<file path="config.mk">
export PLATFORM = sky130hd
export DESIGN_NAME = ecc_syn_class
export DESIGN_NICKNAME = d
export VERILOG_FILES = /design/src/rtl/ecc_line_pkg.sv /design/src/rtl/ecc_syn_class.sv
export SDC_FILE = /design/constraint.sdc
export NUM_CORES = 1
export LEC_CHECK = 0
export BUFFER_PORTS_ARGS = -buffer_cell sky130_fd_sc_hd__buf_2
export CORE_AREA = 2 2 39 41
export DETAILED_ROUTE_END_ITERATION = 16
export DIE_AREA = 0 0 41 43
export SYNTH_ARGS = -nofsm -noshare
export SYNTH_HDL_FRONTEND = slang
export SYNTH_SLANG_ARGS = --single-unit
</file>
<file path="constraint.sdc">
create_clock -name vclk -period 4.4
set_clock_uncertainty 0.2 [all_clocks]
set_input_delay 0.44 -clock vclk [all_inputs]
set_output_delay 0.44 -clock vclk [all_outputs]
set_load 0.1 [all_outputs]
</file>
<file path="src/rtl/ecc_line_pkg.sv">
package ecc_line_pkg;

  localparam int DWORD_BITS = 64;
  localparam int CODE_BITS  = 8;
  localparam logic [DWORD_BITS-1:0] SEL_BASE = 64'h0738C808099264FF;

  typedef enum logic [1:0] {
    CLS_CLEAN  = 2'd0,
    CLS_SINGLE = 2'd1,
    CLS_MULTI  = 2'd2
  } err_class_e;

  // Rotate a selection mask left by a whole number of bytes.
  function automatic logic [DWORD_BITS-1:0] rotl_bytes(
    input logic [DWORD_BITS-1:0] m,
    input int                    nbytes
  );
    logic [DWORD_BITS-1:0] r;
    r = m;
    for (int k = 0; k < nbytes; k++) begin
      r = {r[DWORD_BITS-9:0], r[DWORD_BITS-1:DWORD_BITS-8]};
    end
    return r;
  endfunction

  // Number of set bits in a syndrome.
  function automatic int unsigned syn_weight(input logic [CODE_BITS-1:0] s);
    int unsigned w;
    w = 0;
    for (int k = 0; k < CODE_BITS; k++) begin
      w += int'(s[k]);
    end
    return w;
  endfunction

  // Sort a syndrome into a class.
  function automatic err_class_e classify(input logic [CODE_BITS-1:0] s);
    int unsigned w;
    w = syn_weight(s);
    if (w == 0)      return CLS_CLEAN;
    else if (w == 1) return CLS_SINGLE;
    else             return CLS_MULTI;
  endfunction

endpackage

</file>
<file path="src/rtl/ecc_syn_class.sv">
module ecc_syn_class
  import ecc_line_pkg::*;
#(
  parameter int CHK_W = CODE_BITS
) (
  input  logic [CHK_W-1:0] calc,
  input  logic [CHK_W-1:0] stored,
  output logic [CHK_W-1:0] syndrome,
  output logic             err,
  output logic             sbe,
  output logic             dbe
);

  err_class_e cls;

  assign syndrome = calc ^ stored;

  always_comb begin
    cls = classify(syndrome);
    err = (cls != CLS_CLEAN);
    sbe = (cls == CLS_SINGLE);
    dbe = (cls == CLS_MULTI);
  end

endmodule

</file>
Word-level counts from Yosys, hierarchy flattened
Cells that the tools add are included.
{"block": "totals", "ff_bits": 0, "in_bits": 16, "out_inout_bits": 11, "elab_cells": 15}
{"block": "op_classes", "add_sub_neg": 7, "eq_ne": 3, "n_mux": 2, "bitwise_logic": 1, "reduce_logical": 2}
{"op": "32-bit zero test", "n": 1}
{"op": "7-bit by 1-bit adder with 8-bit output", "n": 1}
{"op": "8-bit by 1-bit equality test with 1-bit output, second input constant", "n": 1}
{"op": "8-bit bitwise XOR", "n": 1}
{"op": "6-bit by 1-bit adder with 7-bit output", "n": 1}
{"op": "5-bit by 1-bit adder with 6-bit output", "n": 1}
{"op": "4-bit by 1-bit adder with 5-bit output", "n": 1}
{"op": "3-bit by 1-bit adder with 4-bit output", "n": 1}
{"op": "2-bit two-way mux", "n": 2}
{"op": "2-bit by 1-bit adder with 3-bit output", "n": 1}
{"op": "1-bit by 1-bit adder with 2-bit output", "n": 1}
{"op": "2-bit by 1-bit equality test with 1-bit output, second input constant", "n": 1}
{"op": "2-bit equality test, second input constant", "n": 1}
{"op": "2-bit nonzero test", "n": 1}

Depth between registers and ports, before layout
Gate-level depths: netlist (run 1).
{"block": "depth", "depth_word": 12, "mapped_depth": 11, "ltp_nobuf": 11}

Least setup slack after synthesis (run 1)
Ideal clock, no wire load.
{"block": "synth_timing", "path_kind": "in2out", "startpoint": "input stored[3]", "endpoint": "output err", "arrival_ns": 5.987, "setup_slack_ns": -2.227, "stages": 11, "cell_sequence": "xor2_1 fa_1 inv_1 fa_1 fa_1 inv_1 ha_1 inv_1 fa_1 nor2b_2 a32oi_1"}
{"block": "synth_between", "elab_chain_cells": 10, "word_cells_on_any_way": 11, "cone_classes": "5 x add/sub; 1 x eq/ne; 2 x mux; 1 x bitwise; 2 x reduce/logical"}
{"item": "from (decl)", "line_no": "ecc_syn_class.sv:7", "text": "input logic [CHK_W-1:0] stored,"}
{"item": "8-bit bitwise XOR (*)", "line_no": "ecc_syn_class.sv:16", "text": "assign syndrome = calc ^ stored;"}
{"item": "3-bit by 1-bit adder with 4-bit output (*)", "line_no": "ecc_line_pkg.sv:31", "text": "w += int'(s[k]);"}
{"item": "4-bit by 1-bit adder with 5-bit output (*)", "line_no": "ecc_line_pkg.sv:31"}
{"item": "5-bit by 1-bit adder with 6-bit output (*)", "line_no": "ecc_line_pkg.sv:31"}
{"item": "6-bit by 1-bit adder with 7-bit output (*)", "line_no": "ecc_line_pkg.sv:31"}
{"item": "7-bit by 1-bit adder with 8-bit output (*)", "line_no": "ecc_line_pkg.sv:31"}
{"item": "8-bit by 1-bit equality test with 1-bit output", "line_no": "ecc_line_pkg.sv:41", "text": "else if (w == 1) return CLS_SINGLE;"}
{"item": "2-bit two-way mux", "line_no": "ecc_line_pkg.sv:41"}
{"item": "2-bit two-way mux (*)", "line_no": "ecc_line_pkg.sv:40", "text": "if (w == 0) return CLS_CLEAN;"}
{"item": "2-bit nonzero test (*)", "line_no": "ecc_syn_class.sv:20", "text": "err = (cls != CLS_CLEAN);"}
{"item": "to (decl)", "line_no": "ecc_syn_class.sv:9", "text": "output logic err,"}
Every way passes the cells marked *; elsewhere a longest branch is shown, timed or not.

Final worst setup path (run 1)
{"block": "layout_timing", "startpoint": "input stored[3]", "endpoint": "output sbe"}
{"block": "layout_between", "elab_chain_cells": 10, "word_cells_on_any_way": 11, "cone_classes": "5 x add/sub; 2 x eq/ne; 2 x mux; 1 x bitwise; 1 x reduce/logical"}
{"item": "8-bit bitwise XOR (*)", "line_no": "ecc_syn_class.sv:16"}
{"item": "3-bit by 1-bit adder with 4-bit output (*)", "line_no": "ecc_line_pkg.sv:31"}
{"item": "4-bit by 1-bit adder with 5-bit output (*)", "line_no": "ecc_line_pkg.sv:31"}
{"item": "5-bit by 1-bit adder with 6-bit output (*)", "line_no": "ecc_line_pkg.sv:31"}
{"item": "6-bit by 1-bit adder with 7-bit output (*)", "line_no": "ecc_line_pkg.sv:31"}
{"item": "7-bit by 1-bit adder with 8-bit output (*)", "line_no": "ecc_line_pkg.sv:31"}
{"item": "8-bit by 1-bit equality test with 1-bit output", "line_no": "ecc_line_pkg.sv:41"}
{"item": "2-bit two-way mux", "line_no": "ecc_line_pkg.sv:41"}
{"item": "2-bit two-way mux (*)", "line_no": "ecc_line_pkg.sv:40"}
{"item": "2-bit by 1-bit equality test with 1-bit output (*)", "line_no": "ecc_syn_class.sv:21", "text": "sbe = (cls == CLS_SINGLE);"}
{"item": "to (decl)", "line_no": "ecc_syn_class.sv:10", "text": "output logic sbe,"}
Marks and branches as above.

==> results of run 1 <==
-- per-layer routing --
layer	share of wire, %	track usage [%]
met5	0	0
met4	0	0
met3	7.1	0
met2	54	17.2
met1	38	12.7
-- final timing paths --
path / start / to / depth (start not counted)
setup / recovery: stored[3] / sbe / 13
hold / removal: calc[0] / syndrome[0] / 3
-- logic make-up after synthesis --
group           synth area share, %
xor+xnor                       23.1
simple gates                   14.0
buf+inv                        13.6
compound gates                 10.3
fa+ha+maj                      38.8
-- area by class of cell --
class / instances / area share [%]
multi-input cells: 24 / 57.0
inverters: 11 / 6.15
repair buffers: 32 / 33.9
well taps: 16 / 2.98
-- critical path: stages --
cell	delay, ns
buf_4	0.13
xor2_4	0.18
fa_1	0.50
inv_1	0.05
fa_1	0.49
fa_1	0.41
inv_1	0.07
ha_2	0.17
inv_2	0.04
fa_2	0.60
nor2b_4	0.20
a32o_2	0.22
buf_12	0.18
-- per-stage QoR --
stage          cells  worst slack (ns)
6_report          83            0.0825
5_1_grt           83           -0.0510
4_1_cts           82           -0.0149
3_5_place_dp      82           -0.0951
3_3_place_gp      82           -0.0519
2_1_floorplan     35            -0.576
-- repair_timing --
item	4_1_cts	5_1_grt
pin swaps	0	6
setup endpoints to repair	2	3
resized for setup	2	14
buffers inserted	0	1
-- layout by cell type (no fill, tap or decap), types with 2 or more instances in the layout --
cell type / synthesis / layout
nor4bb_4: 0 / 2
inv_1: 11 / 10
buf_8: 0 / 2
ha_1: 3 / 2
xnor2_1: 4 / 4
xor2_4: 0 / 3
buf_12: 0 / 2
buf_2: 0 / 21
buf_4: 0 / 7
fa_1: 4 / 3
==> run_summary.xml, run 1 <==
<?xml version="1.0" encoding="UTF-8"?>
<metrics>
  <group name="outcome">
    <metric name="run_status" unit="">complete, no violations</metric>
  </group>
  <group name="route">
    <metric name="vias" unit="">335</metric>
    <metric name="post_drt_via_cell_ratio" unit="">4.04</metric>
    <metric name="wl_per_cell" unit="um">9.29</metric>
    <metric name="drt_wl_total" unit="um">771</metric>
    <metric name="drc_violation_count_after_routing" unit="">0</metric>
    <metric name="drt_first_pass_iters" unit="">1</metric>
    <metric name="detail-route-antenna-nets" unit="">0</metric>
    <metric name="first_iter_violations" unit="">0</metric>
  </group>
  <group name="timing">
    <metric name="grt_setup_unrepaired" unit="">true</metric>
    <metric name="timing.slew.headroom" unit="%">67.9</metric>
    <metric name="final-max-slew-violation-count" unit="">0</metric>
    <metric name="setup_viol" unit="">0</metric>
    <metric name="post-route-period-util" unit="%">98.1</metric>
    <metric name="report.final.hold_viol_count" unit="">0</metric>
    <metric name="maxClockFrequency" unit="MHz">232</metric>
    <metric name="hold_ws" unit="ns">1.12</metric>
    <metric name="timing.final.crit_period" unit="ns">4.32</metric>
    <metric name="fin_tns_setup" unit="ns">0</metric>
    <metric name="slew_at_the_pin_with_the_worst_max_slew_slack" unit="ns">0.485</metric>
  </group>
  <group name="synth">
    <metric name="syn_area_per_cell" unit="um^2">8.65</metric>
    <metric name="post-synth-top-area-cell" unit="">fa_1</metric>
    <metric name="yosys_warnings" unit="">0</metric>
    <metric name="synth.area.top_cells" unit="">fa_1 26%, inv_1 14%, ha_1 12%, xnor2_1 12%, xor2_1 12%</metric>
    <metric name="syn-num-nets" unit="">58</metric>
    <metric name="yosysUniqueCellTypes" unit="">13</metric>
    <metric name="synth_sequential_area_ratio" unit="%">0</metric>
    <metric name="yosys.area.top_type_share" unit="%">26.4</metric>
    <metric name="top_count_cell_post_synth" unit="">inv_1</metric>
    <metric name="syn-cell-area" unit="um^2">303</metric>
    <metric name="syn-instance-count" unit="">35</metric>
    <metric name="synth_commonest_cells" unit="">11 x inv_1, 4 x fa_1, 4 x xnor2_1, 4 x xor2_1, 3 x ha_1</metric>
  </group>
  <group name="grt">
    <metric name="first_global_vias" unit="">314</metric>
    <metric name="grt_start_max_net_pins" unit="">5</metric>
    <metric name="grt.total_usage" unit="%">9.48</metric>
    <metric name="antenna_violations_before_repair" unit="">0</metric>
    <metric name="global_route.overflow_total" unit="">0</metric>
    <metric name="grt_first_pass_wirelength" unit="um">1210</metric>
  </group>
  <group name="die">
    <metric name="fp.dieH" unit="um">43</metric>
    <metric name="initial_utilization" unit="%">21.9</metric>
    <metric name="core.rowCount" unit="">14</metric>
    <metric name="number_of_placed_i_o_pins" unit="">27</metric>
    <metric name="fp.dieArea" unit="um^2">1760</metric>
    <metric name="chipWidth" unit="um">41</metric>
    <metric name="floorplan.core_area" unit="um^2">1380</metric>
  </group>
  <group name="layout">
    <metric name="antennaDiodeCount" unit="">0</metric>
    <metric name="n_clock_buffer" unit="">0</metric>
    <metric name="seq_cell_count" unit="">0</metric>
    <metric name="final.fill_count" unit="">130</metric>
    <metric name="design_area" unit="um^2">672</metric>
    <metric name="seqCellArea" unit="um^2">0</metric>
    <metric name="syn2layout_area_growth" unit="%">122</metric>
    <metric name="fin_util" unit="%">48.6</metric>
    <metric name="multiInputGateArea" unit="um^2">383</metric>
    <metric name="post_route_cells_drive_above_1_share" unit="%">65.7</metric>
    <metric name="final_nets" unit="">92</metric>
  </group>
  <group name="critical_path">
    <metric name="start_kind" unit="">primary input</metric>
    <metric name="critical_path_class" unit="">primary input to primary output</metric>
    <metric name="required" unit="ns">3.76</metric>
    <metric name="worst-path-max-fanout" unit="">4</metric>
    <metric name="worst-endpoint-arrival" unit="ns">3.68</metric>
    <metric name="worstSetupEndpointType" unit="">primary output</metric>
  </group>
  <group name="run">
    <metric name="max-cap-violations" unit="">0</metric>
  </group>
  <group name="place">
    <metric name="port_buffers" unit="">27</metric>
    <metric name="placedInstanceArea" unit="um^2">599</metric>
    <metric name="place_congestion" unit="">0.659</metric>
    <metric name="dp.final_hpwl" unit="um">692</metric>
  </group>
  <group name="cts">
    <metric name="post_cts_hold_buffer_count" unit="">0</metric>
  </group>
  <group name="hold_path">
    <metric name="hold_class" unit="">primary input to primary output</metric>
  </group>
</metrics>
Power of run 1 is left out: the tool's default activity adds up to more than one toggle a clock period on the data nets, which glitch-free logic cannot reach.
==> run 2, diff against run 1 <==
--- a/constraint.sdc
+++ b/constraint.sdc
@@ -4,2 +4,2 @@
 set_output_delay 0.44 -clock vclk [all_outputs]
-set_load 0.1 [all_outputs]
+set_load 0.05 [all_outputs]
==> run 2 against run 1 <==
Net effect: critical path depth unchanged; cell count decreased by 3.6%; die area unchanged; non-clock buffer count fell by 3; via count is 0.90% higher; maximum frequency rose by 0.54%; wire length fell by 17%; global-route usage decreased by 1.3 points; first-iteration DRC count is 1 higher; utilization is 7.0 points lower; clock-buffer cell count unchanged; hold slack got worse by 0.077 ns.
==> run_summary.xml, run 2 (synthesis gave the netlist of run 1 again) <==
<?xml version="1.0" encoding="UTF-8"?>
<metrics>
  <group name="critical_path">
    <metric name="worst-endpoint-arrival" unit="ns">3.65</metric>
    <metric name="start_kind" unit="">primary input</metric>
    <metric name="worst_path_largest_cell_delay" unit="ns">0.54</metric>
    <metric name="critical_path.most_common_cell" unit="">fa_1</metric>
    <metric name="critPathBufInv" unit="">5</metric>
    <metric name="critPathTopFamily" unit="">adder cells</metric>
    <metric name="critical_path_class" unit="">primary input to primary output</metric>
    <metric name="worst-path-max-fanout" unit="">4</metric>
    <metric name="worstSetupEndpointType" unit="">primary output</metric>
    <metric name="cpMaxStageDelayCell" unit="">fa_1</metric>
    <metric name="required" unit="ns">3.76</metric>
    <metric name="worst-path-stages" unit="">13</metric>
    <metric name="cp_cell_sequence" unit="">buf_2 &gt; xor2_4 &gt; fa_1 &gt; inv_1 &gt; fa_1 &gt; fa_1 &gt; inv_1 &gt; ha_1 &gt; inv_1 &gt; fa_1 &gt; nor4bb_2 &gt; a32oi_2 &gt; clkbuf_4</metric>
  </group>
  <group name="hold_path">
    <metric name="hold_path.startpoint" unit="">calc[2]</metric>
    <metric name="hold_path_end" unit="">syndrome[2]</metric>
    <metric name="hold_path_depth" unit="">3</metric>
    <metric name="hold_class" unit="">primary input to primary output</metric>
  </group>
  <group name="layout">
    <metric name="final_nets" unit="">89</metric>
    <metric name="final.fill_count" unit="">139</metric>
    <metric name="seq_cell_count" unit="">0</metric>
    <metric name="n_clock_buffer" unit="">0</metric>
    <metric name="fin_util" unit="%">41.6</metric>
    <metric name="antennaDiodeCount" unit="">0</metric>
    <metric name="multiInputGateArea" unit="um^2">357</metric>
    <metric name="seqCellArea" unit="um^2">0</metric>
    <metric name="syn2layout_area_growth" unit="%">90.1</metric>
    <metric name="post_route_cells_drive_above_1_share" unit="%">57.8</metric>
    <metric name="final_common_cell" unit="">buf_2</metric>
    <metric name="layout.cells.most_common_list" unit="">24 x buf_2, 11 x inv_1, 4 x xnor2_1, 4 x fa_1</metric>
  </group>
  <group name="pwr">
    <metric name="power.static_leakage" unit="nW">0.296</metric>
    <metric name="netSwitchingFraction" unit="%">59.6</metric>
    <metric name="cellPowerDensity" unit="nW/um^2">639</metric>
    <metric name="power.clock.fraction" unit="%">0</metric>
    <metric name="peakVddDrop" unit="mV">0.198</metric>
    <metric name="switchingPower" unit="W">0.000219</metric>
    <metric name="seq_power_share" unit="%">0</metric>
    <metric name="p_comb_share" unit="%">100.0</metric>
    <metric name="power.internal" unit="W">0.000148</metric>
  </group>
  <group name="cts">
    <metric name="post_cts_buffers" unit="">0</metric>
    <metric name="post_cts_hold_buffer_count" unit="">0</metric>
  </group>
  <group name="route">
    <metric name="first_iter_violations" unit="">1</metric>
    <metric name="post_drt_via_cell_ratio" unit="">4.23</metric>
    <metric name="drt_wl_total" unit="um">642</metric>
    <metric name="vias" unit="">338</metric>
    <metric name="wl_per_cell" unit="um">8.03</metric>
    <metric name="detail-route-antenna-nets" unit="">0</metric>
    <metric name="drc_violation_count_after_routing" unit="">0</metric>
    <metric name="drt_first_pass_iters" unit="">4</metric>
  </group>
  <group name="timing">
    <metric name="setup_viol" unit="">0</metric>
    <metric name="report.final.hold_viol_count" unit="">0</metric>
    <metric name="slew_at_the_pin_with_the_worst_max_slew_slack" unit="ns">0.267</metric>
    <metric name="fin_tns_setup" unit="ns">0</metric>
    <metric name="final-max-slew-violation-count" unit="">0</metric>
    <metric name="post-route-period-util" unit="%">97.6</metric>
    <metric name="maxClockFrequency" unit="MHz">233</metric>
    <metric name="timing.slew.headroom" unit="%">82.1</metric>
    <metric name="grt_setup_unrepaired" unit="">true</metric>
    <metric name="timing.final.crit_period" unit="ns">4.29</metric>
  </group>
  <group name="outcome">
    <metric name="run_status" unit="">complete, no violations</metric>
  </group>
  <group name="die">
    <metric name="floorplan.core_area" unit="um^2">1380</metric>
    <metric name="core.rowCount" unit="">14</metric>
    <metric name="initial_utilization" unit="%">21.9</metric>
    <metric name="fp.dieH" unit="um">43</metric>
    <metric name="chipWidth" unit="um">41</metric>
    <metric name="fp.dieArea" unit="um^2">1760</metric>
    <metric name="number_of_placed_i_o_pins" unit="">27</metric>
  </group>
  <group name="place">
    <metric name="place_congestion" unit="">0.701</metric>
    <metric name="port_buffers" unit="">27</metric>
    <metric name="dp.final_hpwl" unit="um">625</metric>
  </group>
  <group name="grt">
    <metric name="grt_first_pass_wirelength" unit="um">1090</metric>
    <metric name="antenna_violations_before_repair" unit="">0</metric>
    <metric name="first_global_vias" unit="">305</metric>
    <metric name="grt.total_usage" unit="%">8.18</metric>
    <metric name="grt_start_max_net_pins" unit="">5</metric>
    <metric name="global_route.overflow_total" unit="">0</metric>
  </group>
  <group name="run">
    <metric name="max-cap-violations" unit="">0</metric>
  </group>
</metrics>
run 2: worst min-delay path, cell delays in order:
cell	delay, ns
buf_2	0.08
xor2_1	0.07
buf_2	0.21
run 2: layout make-up:
class,instances,share of cell area (%)
inverter,11,7.17
tap,16,3.48
timing repair buffer,29,27.4
multi-input combinational,24,62.0
run 2: per-stage QoR:
stage	setup slack [ns]	total power [W]	instances	hold WS, ns	instance area [um^2]
2_1_floorplan	0.0231	0.000256	35	0.802	372
3_3_place_gp	0.0193	0.000327	80	1.04	542
3_5_place_dp	0.00130	0.000330	80	1.04	542
4_1_cts	0.0394	0.000336	80	1.04	548
5_1_grt	-0.0535	0.000403	80	1.07	576
6_report	0.106	0.000368	80	1.04	576
run 2: what timing repair did:
action | CTS | global route
pin swaps | 0 | 1
gates resized for setup | 1 | 6
endpoints found under the setup margin | 1 | 3
run 2: worst max path at each step:
stage,startpoint,to,slack [ns]
global route,stored[0],err,-0.05
detailed placement,stored[0],dbe,0.001
floorplan,stored[3],err,0.02
CTS,stored[0],sbe,0.04
finish,stored[0],err,0.11
global placement,stored[0],dbe,0.02
run 2: per-layer routing:
| metal | track usage [%] | vias up | part of all wire (%) |
|---|---|---|---|
| li1 | - | 168 | - |
| met1 | 10.5 | 157 | 36 |
| met2 | 15.3 | 13 | 57 |
| met3 | 0 | 0 | 6.9 |
| met4 | 0 | 0 | 0 |
| met5 | 0 | - | 0 |
run 2: power groups by stage:
| stage | registers [W] | logic, W | clock network [W] |
|---|---|---|---|
| detailed placement | 0 | 0.000330 | 0 |
| global placement | 0 | 0.000327 | 0 |
| CTS | 0 | 0.000336 | 0 |
| floorplan | 0 | 0.000256 | 0 |
| finish | 0 | 0.000368 | 0 |
| global route | 0 | 0.000403 | 0 |
Power figures use the tool's default switching activity.
==> run 3, diff against run 2 <==
--- a/config.mk
+++ b/config.mk
@@ -8,2 +8,3 @@
 export BUFFER_PORTS_ARGS = -buffer_cell sky130_fd_sc_hd__buf_2
+export CAP_MARGIN = 30
 export CORE_AREA = 2 2 39 41
@@ -11,2 +12,3 @@
 export DIE_AREA = 0 0 41 43
+export SLEW_MARGIN = 20
 export SYNTH_ARGS = -nofsm -noshare
==> constraint.sdc (replaced) <==
create_clock -name vclk -period 4.4
set_clock_uncertainty 0.2 [all_clocks]
set_input_delay 1.1 -clock vclk [all_inputs]
set_output_delay 1.1 -clock vclk [all_outputs]
set_load 0.05 [all_outputs]
==> run 3 against run 2 <==
Net effect: maximum frequency fell by 23%; worst setup slack got worse by 1.3 ns; power rose by 29%; non-clock buffer count rose by 7; cell count rose by 8.8%; critical path type unchanged; flip-flop and latch count did not move; utilization rose by 8.4 points; global-route usage rose by 0.89 points; the flow now finishes with violations (setup timing); combinational power rose by 29%; design area rose by 20%; critical path depth did not move; first-iteration DRC count did not move.
==> run_summary.xml, run 3 (synthesis gave the netlist of run 1 again) <==
<?xml version="1.0" encoding="UTF-8"?>
<metrics>
  <group name="outcome">
    <metric name="run_status" unit="">complete, but fails checks</metric>
    <metric name="violations_in_the_final_reports" unit="">setup timing</metric>
  </group>
  <group name="route">
    <metric name="vias" unit="">365</metric>
    <metric name="detail-route-antenna-nets" unit="">0</metric>
    <metric name="wl_per_cell" unit="um">9.41</metric>
    <metric name="first_iter_violations" unit="">1</metric>
    <metric name="drc_violation_count_after_routing" unit="">0</metric>
    <metric name="drt_first_pass_iters" unit="">2</metric>
    <metric name="post_drt_via_cell_ratio" unit="">4.20</metric>
    <metric name="drt_wl_total" unit="um">819</metric>
  </group>
  <group name="place">
    <metric name="place_ws" unit="ns">-1.36</metric>
    <metric name="place_congestion" unit="">0.670</metric>
    <metric name="post-place-cells" unit="">87</metric>
    <metric name="port_buffers" unit="">27</metric>
    <metric name="dp.final_hpwl" unit="um">753</metric>
  </group>
  <group name="pwr">
    <metric name="peakVddDrop" unit="mV">0.675</metric>
    <metric name="cellPowerDensity" unit="nW/um^2">686</metric>
    <metric name="power.static_leakage" unit="nW">0.349</metric>
  </group>
  <group name="critical_path">
    <metric name="start_kind" unit="">primary input</metric>
    <metric name="worst-path-max-fanout" unit="">4</metric>
    <metric name="worst_path_largest_cell_delay" unit="ns">0.56</metric>
    <metric name="cp_cell_sequence" unit="">buf_8 &gt; xor2_4 &gt; fa_1 &gt; inv_1 &gt; fa_1 &gt; fa_1 &gt; inv_1 &gt; ha_2 &gt; inv_2 &gt; fa_2 &gt; nor2b_4 &gt; a32o_2 &gt; buf_6</metric>
    <metric name="critical_path_class" unit="">primary input to primary output</metric>
    <metric name="critPathTopFamily" unit="">adder cells</metric>
    <metric name="cpMaxStageDelayCell" unit="">fa_2</metric>
    <metric name="worstSetupEndpointType" unit="">primary output</metric>
    <metric name="required" unit="ns">3.10</metric>
    <metric name="worst-endpoint-arrival" unit="ns">4.28</metric>
    <metric name="critical_path.most_common_cell" unit="">fa_1</metric>
    <metric name="critPathBufInv" unit="">5</metric>
  </group>
  <group name="timing">
    <metric name="grt_setup_unrepaired" unit="">true</metric>
    <metric name="timing.final.crit_period" unit="ns">5.58</metric>
    <metric name="final_critical_path_setup_slack" unit="ns">-1.18</metric>
    <metric name="timing.slew.headroom" unit="%">80.2</metric>
    <metric name="setup_viol" unit="">3</metric>
    <metric name="maxClockFrequency" unit="MHz">179</metric>
    <metric name="fin_tns_setup" unit="ns">-3.44</metric>
    <metric name="final-max-slew-violation-count" unit="">0</metric>
    <metric name="post-route-period-util" unit="%">127</metric>
    <metric name="report.final.hold_viol_count" unit="">0</metric>
    <metric name="slew_at_the_pin_with_the_worst_max_slew_slack" unit="ns">0.295</metric>
  </group>
  <group name="layout">
    <metric name="post_route_cells_drive_above_1_share" unit="%">67.6</metric>
    <metric name="seqCellArea" unit="um^2">0</metric>
    <metric name="n_clock_buffer" unit="">0</metric>
    <metric name="final_nets" unit="">96</metric>
    <metric name="antennaDiodeCount" unit="">0</metric>
    <metric name="final_common_cell" unit="">buf_2</metric>
    <metric name="layout.cells.most_common_list" unit="">21 x buf_2, 10 x inv_1, 9 x buf_4</metric>
    <metric name="syn2layout_area_growth" unit="%">129</metric>
    <metric name="fin_util" unit="%">50.0</metric>
    <metric name="post_layout_nonfiller_instances" unit="">87</metric>
    <metric name="seq_cell_count" unit="">0</metric>
  </group>
  <group name="hold_path">
    <metric name="hold_path_end" unit="">syndrome[0]</metric>
    <metric name="hold_path.startpoint" unit="">calc[0]</metric>
    <metric name="hold_path_depth" unit="">3</metric>
    <metric name="hold_class" unit="">primary input to primary output</metric>
  </group>
  <group name="grt">
    <metric name="grt_first_pass_wirelength" unit="um">1170</metric>
    <metric name="grt_start_max_net_pins" unit="">5</metric>
    <metric name="grt.total_usage" unit="%">9.07</metric>
    <metric name="antenna_violations_before_repair" unit="">0</metric>
    <metric name="global_route.overflow_total" unit="">0</metric>
    <metric name="first_global_vias" unit="">305</metric>
  </group>
  <group name="die">
    <metric name="core.rowCount" unit="">14</metric>
    <metric name="fp.dieH" unit="um">43</metric>
    <metric name="chipWidth" unit="um">41</metric>
    <metric name="number_of_placed_i_o_pins" unit="">27</metric>
    <metric name="fp.dieArea" unit="um^2">1760</metric>
    <metric name="initial_utilization" unit="%">21.9</metric>
    <metric name="floorplan.core_area" unit="um^2">1380</metric>
  </group>
  <group name="cts">
    <metric name="post_cts_hold_buffer_count" unit="">0</metric>
  </group>
  <group name="run">
    <metric name="max-cap-violations" unit="">0</metric>
  </group>
</metrics>
-- run 3: cell count changes in the layout (fill, tap and decap cells not counted), moves of 2 or more --
cell and delta:
buf_6 +4, buf_2 -3, buf_8 +2, clkbuf_4 -3
buf_4 +7
-- run 3: final cells by class --
class / count / area [um^2]
timing repair buffer: 36 / 248
fill: 130 / 692
multi-input combinational: 24 / 383
inverter: 11 / 41.3
tap: 16 / 20.0
-- run 3: worst max path at each step --
| stage | from | end | slack, ns | cells past startpoint |
|---|---|---|---|---|
| after floorplan | stored[3] | dbe | -1.21 | 11 |
| after global placement | stored[0] | sbe | -1.27 | 13 |
| after detailed placement | stored[0] | err | -1.36 | 14 |
| after CTS | calc[0] | err | -1.25 | 14 |
| after global routing | stored[0] | sbe | -1.29 | 13 |
| final | stored[0] | sbe | -1.18 | 13 |
-- run 3: timing repair --
action	4_1_cts	5_1_grt
pin swaps	2	2
gates resized for setup	13	6
setup endpoints to repair	3	3
buffers inserted	1	0
-- run 3: report_power, final --
group | switching (W) | internal (W) | leakage, nW | total [W]
clock | 0 | 0 | 0 | 0
sequential | 0 | 0 | 0 | 0
combinational | 0.000253 | 0.000221 | 0.349 | 0.000474
-- run 3: routing by layer --
metal | global-route usage [%] | part of all wire (%) | vias up
li1 | - | - | 182
met1 | 10.7 | 39 | 167
met2 | 17.8 | 55 | 16
met3 | 0 | 6.6 | 0
met4 | 0 | 0 | 0
met5 | 0 | 0 | -
-- run 3: worst min-delay path, stage by stage --
cell and delay [ns]:
buf_8 0.08, xor2_4 0.06, buf_2 0.21
-- run 3: per-stage QoR --
step	hold WS [ns]	total power, W	cell area [um^2]
after floorplan	2.12	0.000282	393
after global placement	2.37	0.000386	616
after detailed placement	2.38	0.000396	616
after CTS	2.36	0.000443	668
after global routing	2.36	0.000504	692
final	2.35	0.000474	692
